### src/rtl/byp_pkg.sv
package byp_pkg;
  typedef enum logic [1:0] {
    SRC_RF  = 2'd0,
    SRC_EXM = 2'd1,
    SRC_MWB = 2'd2,
    SRC_WBL = 2'd3
  } byp_src_e;

  localparam int N_OPER = 2;
endpackage

### src/rtl/byp_wb_tag.sv
module byp_wb_tag #(
  parameter int REG_W = 3
) (
  input  logic             clk,
  input  logic             rst_n,
  input  logic [REG_W-1:0] mwb_rd,
  input  logic             mwb_wen,
  output logic [REG_W-1:0] wbl_rd,
  output logic             wbl_vld
);
  // Tag of the value the register file absorbed on the last edge
  always_ff @(posedge clk or negedge rst_n) begin
    if (!rst_n) begin
      wbl_rd  <= '0;
      wbl_vld <= 1'b0;
    end else begin
      wbl_rd  <= mwb_rd;
      wbl_vld <= mwb_wen;
    end
  end

  a_r4_latch_tracks: assert property (@(posedge clk) disable iff (!rst_n)
    wbl_vld |-> ($past(mwb_wen) && wbl_rd == $past(mwb_rd)));
endmodule

### src/rtl/byp_operand_sel.sv
module byp_operand_sel #(
  parameter int REG_W = 3
) (
  input  logic [REG_W-1:0]  src_reg,
  input  logic              src_used,
  input  logic [REG_W-1:0]  exm_rd,
  input  logic              exm_wen,
  input  logic [REG_W-1:0]  mwb_rd,
  input  logic              mwb_wen,
  input  logic [REG_W-1:0]  wbl_rd,
  input  logic              wbl_vld,
  output byp_pkg::byp_src_e sel
);
  import byp_pkg::*;

  logic hit_exm, hit_mwb, hit_wbl;

  // Each hazard kept separate; youngest producer first
  always_comb begin
    hit_exm = src_used && exm_wen && (exm_rd == src_reg);
    hit_mwb = src_used && mwb_wen && (mwb_rd == src_reg);
    hit_wbl = src_used && wbl_vld && (wbl_rd == src_reg);
    if (hit_exm)      sel = SRC_EXM;
    else if (hit_mwb) sel = SRC_MWB;
    else if (hit_wbl) sel = SRC_WBL;
    else              sel = SRC_RF;
  end
endmodule

### src/rtl/byp_load_use.sv
module byp_load_use #(
  parameter int REG_W = 3
) (
  input  logic             clk,
  input  logic             rst_n,
  input  logic             ex_is_load,
  input  logic             ex_wen,
  input  logic [REG_W-1:0] ex_rd,
  input  logic [REG_W-1:0] id_rs_a,
  input  logic [REG_W-1:0] id_rs_b,
  input  logic             id_use_a,
  input  logic             id_use_b,
  output logic             stall
);
  logic dep_a, dep_b, raw_hazard, stall_q;

  always_comb begin
    dep_a      = id_use_a && (id_rs_a == ex_rd);
    dep_b      = id_use_b && (id_rs_b == ex_rd);
    raw_hazard = ex_is_load && ex_wen && (dep_a || dep_b);
    // a single bubble is enough: after it the load sits in memory/writeback
    stall      = raw_hazard && !stall_q;
  end

  always_ff @(posedge clk or negedge rst_n) begin
    if (!rst_n) stall_q <= 1'b0;
    else        stall_q <= stall;
  end

  a_r9_one_bubble: assert property (@(posedge clk) disable iff (!rst_n)
    stall |=> !stall);
  a_r10_load_only: assert property (@(posedge clk) disable iff (!rst_n)
    stall |-> (ex_is_load && ex_wen));
endmodule

### src/rtl/byp_forward_ctrl.sv
module byp_forward_ctrl #(
  parameter int REG_W = 3
) (
  input  logic             clk,
  input  logic             rst_n,
  input  logic [REG_W-1:0] id_rs_a,
  input  logic [REG_W-1:0] id_rs_b,
  input  logic             id_use_a,
  input  logic             id_use_b,
  input  logic [REG_W-1:0] ex_rs_a,
  input  logic [REG_W-1:0] ex_rs_b,
  input  logic             ex_use_a,
  input  logic             ex_use_b,
  input  logic [REG_W-1:0] ex_rd,
  input  logic             ex_wen,
  input  logic             ex_is_load,
  input  logic [REG_W-1:0] exm_rd,
  input  logic             exm_wen,
  input  logic [REG_W-1:0] mwb_rd,
  input  logic             mwb_wen,
  output logic [1:0]       sel_a,
  output logic [1:0]       sel_b,
  output logic             hold_pc,
  output logic             hold_ifid,
  output logic             bubble_idex
);
  import byp_pkg::*;

  logic [REG_W-1:0] wbl_rd;
  logic             wbl_vld;
  logic             stall;

  logic [N_OPER-1:0][REG_W-1:0] op_reg;
  logic [N_OPER-1:0]            op_used;
  byp_src_e                     op_sel [N_OPER];

  assign op_reg  = {ex_rs_b, ex_rs_a};
  assign op_used = {ex_use_b, ex_use_a};

  byp_wb_tag #(.REG_W(REG_W)) u_tag (
    .clk(clk), .rst_n(rst_n), .mwb_rd(mwb_rd), .mwb_wen(mwb_wen),
    .wbl_rd(wbl_rd), .wbl_vld(wbl_vld)
  );

  for (genvar g = 0; g < N_OPER; g++) begin : g_oper
    byp_operand_sel #(.REG_W(REG_W)) u_sel (
      .src_reg(op_reg[g]), .src_used(op_used[g]),
      .exm_rd(exm_rd), .exm_wen(exm_wen),
      .mwb_rd(mwb_rd), .mwb_wen(mwb_wen),
      .wbl_rd(wbl_rd), .wbl_vld(wbl_vld),
      .sel(op_sel[g])
    );
  end

  byp_load_use #(.REG_W(REG_W)) u_lu (
    .clk(clk), .rst_n(rst_n), .ex_is_load(ex_is_load), .ex_wen(ex_wen),
    .ex_rd(ex_rd), .id_rs_a(id_rs_a), .id_rs_b(id_rs_b),
    .id_use_a(id_use_a), .id_use_b(id_use_b), .stall(stall)
  );

  assign sel_a       = op_sel[0];
  assign sel_b       = op_sel[1];
  assign hold_pc     = stall;
  assign hold_ifid   = stall;
  assign bubble_idex = stall;

  a_r7_exm_writes: assert property (@(posedge clk) disable iff (!rst_n)
    (sel_a == SRC_EXM || sel_b == SRC_EXM) |-> exm_wen);
  a_r7_mwb_writes: assert property (@(posedge clk) disable iff (!rst_n)
    (sel_a == SRC_MWB || sel_b == SRC_MWB) |-> mwb_wen);
  a_r4_wbl_prior_write: assert property (@(posedge clk) disable iff (!rst_n)
    (sel_a == SRC_WBL) |-> ($past(mwb_wen) && $past(mwb_rd) == ex_rs_a));
  a_r7_unused_rf: assert property (@(posedge clk) disable iff (!rst_n)
    (!ex_use_a |-> sel_a == SRC_RF) and (!ex_use_b |-> sel_b == SRC_RF));
endmodule

### config.mk
export PLATFORM = sky130hd
export DESIGN_NAME = byp_forward_ctrl
export DESIGN_NICKNAME = d
export VERILOG_FILES = /design/src/rtl/byp_pkg.sv /design/src/rtl/byp_wb_tag.sv /design/src/rtl/byp_operand_sel.sv /design/src/rtl/byp_load_use.sv /design/src/rtl/byp_forward_ctrl.sv
export SDC_FILE = /design/constraint.sdc
export NUM_CORES = 1
export LEC_CHECK = 0
export BUFFER_PORTS_ARGS = -buffer_cell sky130_fd_sc_hd__buf_2
export CAP_MARGIN = 40
export CELL_PAD_IN_SITES_DETAIL_PLACEMENT = 0
export CELL_PAD_IN_SITES_GLOBAL_PLACEMENT = 1
export CORE_MARGIN = 5
export CORE_UTILIZATION = 25
export DETAILED_ROUTE_END_ITERATION = 8
export HOLD_SLACK_MARGIN = 0.15
export PLACE_DENSITY_LB_ADDON = 0.1
export SYNTH_ARGS = -nofsm -noshare
export SYNTH_HDL_FRONTEND = slang
export SYNTH_SLANG_ARGS = --single-unit
### constraint.sdc
create_clock -name clk -period 1.72 [get_ports clk]
set_clock_uncertainty 0.15 [all_clocks]
set_input_delay 0.172 -clock clk [delete_from_list [all_inputs] [get_ports clk]]
set_output_delay 0.172 -clock clk [all_outputs]
set_load 0.02 [all_outputs]
==> flow_metrics.py <==
metrics = {
    "worst_setup_path": {
        "critical_path.startpoint_type": "register",
        "r2r_start": "u_lu.stall_q",
        "critPathRequiredTime_ps": 1400,
        "r2r_cells": 2,
        "path_max_fanout": 2,
        "crit_path_end_kind": "output pin",
        "cp.arrival_ps": 1590,
        "criticalPathCategory": "register to output pin",
        "r2r_setup_slack_ps": 350,
        "r2r_end": "u_lu.stall_q",
    },
    "pwr": {
        "powerDensity_nw_per_um2": 494.1,
        "total_power_w": 0.0004086,
        "ir_drop_mv": 0.4390,
        "leakage_nw": 0.3963,
    },
    "floorplanning": {
        "start_util": 0.2546,
        "die_h_um": 54.01,
        "die_area_um2": 2917,
        "io_pins": 38,
        "die_w_um": 54.01,
        "core_area_um2": 1902,
        "num_rows": 16,
    },
    "clock_network": {
        "cts_tree": "built",
        "root_buffer": "clkbuf_4",
        "numCtsBuffers": 3,
        "cts.sinks": 5,
        "cts_max_level": 1,
        "clock_latency_ps": 230,
        "clockBufferDepth": 2,
        "clk_pin_slew_ps": 40,
    },
    "sta": {
        "drv_slew": 0,
        "hold_violations": 0,
        "setup_ws_ps": -188.0,
        "tightest_slew_ps": 436.8,
        "max_freq_mhz": 524.1,
        "fin_crit_sh": 1.109,
        "tns_ps": -364.9,
        "setup_viol": 2,
        "rsz0062_at_grt": "true",
        "slew_headroom": 0.7061,
        "period_minus_slack_ps": 1908,
    },
    "synthesis": {
        "synth_area_per_cell_um2": 9.136,
        "synthCells": 53,
        "syn_nets": 84,
        "yosysWarnings": 0,
        "netlist_area_um2": 484.2,
        "yosysSeqAreaShare": 0.2584,
        "ys_ff_latch": 5,
        "synthDistinctLibCells": 12,
    },
    "global_route": {
        "overflow": 0,
        "grt_pass1_vias": 547,
        "grt_max_degree": 6,
        "antenna_found_initial": 0,
        "grt_usage": 0.1085,
        "grt_pass1_wl_mm": 2.235,
    },
    "drt": {
        "wl_per_cell_um": 10.94,
        "wl_mm": 1.390,
        "num_vias": 517,
        "avgViaCountPerCell": 4.071,
        "ant_nets": 0,
        "drtIter0Drc": 2,
        "first_pass_iters": 2,
        "drcViolationCount": 0,
    },
    "cells_and_area": {
        "n_antenna_cell": 0,
        "drive_above_1_share": 0.4600,
        "syn_to_final_growth_pct": 70.80,
        "nets": 132,
    },
    "worst_hold_path": {
        "hold_class": "input pin to register",
        "hold_start": "mwb_wen",
        "whs_path_depth": 2,
        "hold_end": "u_tag.wbl_vld",
    },
    "outcome": {
        "violations": "setup timing",
        "status": "finished, violations left",
    },
    "place": {
        "place_ws_ps": 4.548,
        "place.gp.congestion": 0.7219,
        "io_buffer_count": 37,
        "dp_hpwl_mm": 1.184,
    },
    "run": {
        "cap_violations": 0,
    },
}
[state kept, by name, summed over array words and instances, names as in the netlist]
register and count:
u_tag.wbl_rd 3, u_lu.stall_q 1, u_tag.wbl_vld 1
[cell usage after synthesis]
library cell / n / share of area
nand2_1: 7 / 0.054
buf_4: 2 / 0.031
o21a_1: 2 / 0.031
a211oi_1: 1 / 0.016
dfrtp_1: 5 / 0.26
nor4_1: 4 / 0.052
xor2_1: 18 / 0.33
xnor2_1: 6 / 0.11
or4_1: 2 / 0.031
nand4_1: 2 / 0.026
or4_4: 2 / 0.047
o21ai_1: 2 / 0.021
[timing repair]
item,in CTS,in global routing
endpoints found under the setup margin,4,4
endpoints found under the hold margin,10,0
setup buffers,0,0
resized for setup,3,5
pin swaps,8,2
hold buffers,8,0
[worst max-delay path, stage by stage, from the launching register on]
cell,delay [ps]
dfrtp_1,400
xor2_1,170
or4_4,520
o21ai_2,120
buf_4,150
[layout by cell type (no fill, tap or decap), drive strengths merged]
cell	Yosys	final
or4	4	4
xnor2	6	6
dlygate4sd3	0	8
nand4	2	2
o21ai	2	2
buf	2	37
nand2	7	7
a211oi	1	1
o21a	2	2
clkbuf	0	4
xor2	18	18
dfrtp	5	5
nor4	4	4
[per-stage QoR]
| step | utilization | instance area [µm²] | hold WS [ps] | std cells |
|---|---|---|---|---|
| global placement | 0.3645 | 693.2 | -156.5 | 115 |
| CTS | 0.4243 | 807.0 | 459.2 | 127 |
| finish | 0.4349 | 827.0 | 473.5 | 127 |
| global route | 0.4349 | 827.0 | 471.3 | 127 |
| floorplan | - | 489.2 | -273.6 | 53 |
| detailed placement | 0.3645 | 693.2 | -156.8 | 115 |
[kinds of logic (layout without fill, tap and decap cells)]
kind of cell,count (synthesis),count (layout),share of synthesized area
XOR/XNOR,24,24,0.4341
AND/OR/NAND/NOR,17,17,0.2093
AO/OA/AOI/OAI,5,5,0.06718
flip-flops,5,5,0.2584
buffers and inverters,2,49,0.03100
[power breakdown]
| group | internal, W | switching, W |
|---|---|---|
| Combinational | 0.0000789 | 0.0000707 |
| Clock | 0.0000874 | 0.0000435 |
| Sequential | 0.000124 | 0.00000452 |
[area by class of cell]
cell class              instances  area [µm²]
multi-input cells              46       362.8
repair buffers                 45       279.0
flip-flops and latches          5       125.1
fillers                       212        1075
well taps                      27       33.78
clock buffers                   4       26.28
[worst max path at each step]
stage          endpoint  cells past startpoint            start
2_1_floorplan  sel_a[0]                      3  u_tag.wbl_rd[2]
3_3_place_gp   sel_a[0]                      4  u_tag.wbl_rd[2]
3_5_place_dp   sel_a[0]                      4  u_tag.wbl_rd[2]
4_1_cts        sel_a[0]                      4  u_tag.wbl_rd[1]
5_1_grt        sel_b[0]                      4  u_tag.wbl_rd[0]
6_report       sel_a[0]                      4  u_tag.wbl_rd[1]
[per-layer routing]
metal	part of all wire	track usage
met5	0	0
met4	0	0.03734
met3	0.095	0.04709
met2	0.46	0.1633
met1	0.44	0.1372
Note: power is estimated with default switching activity, not from simulation.
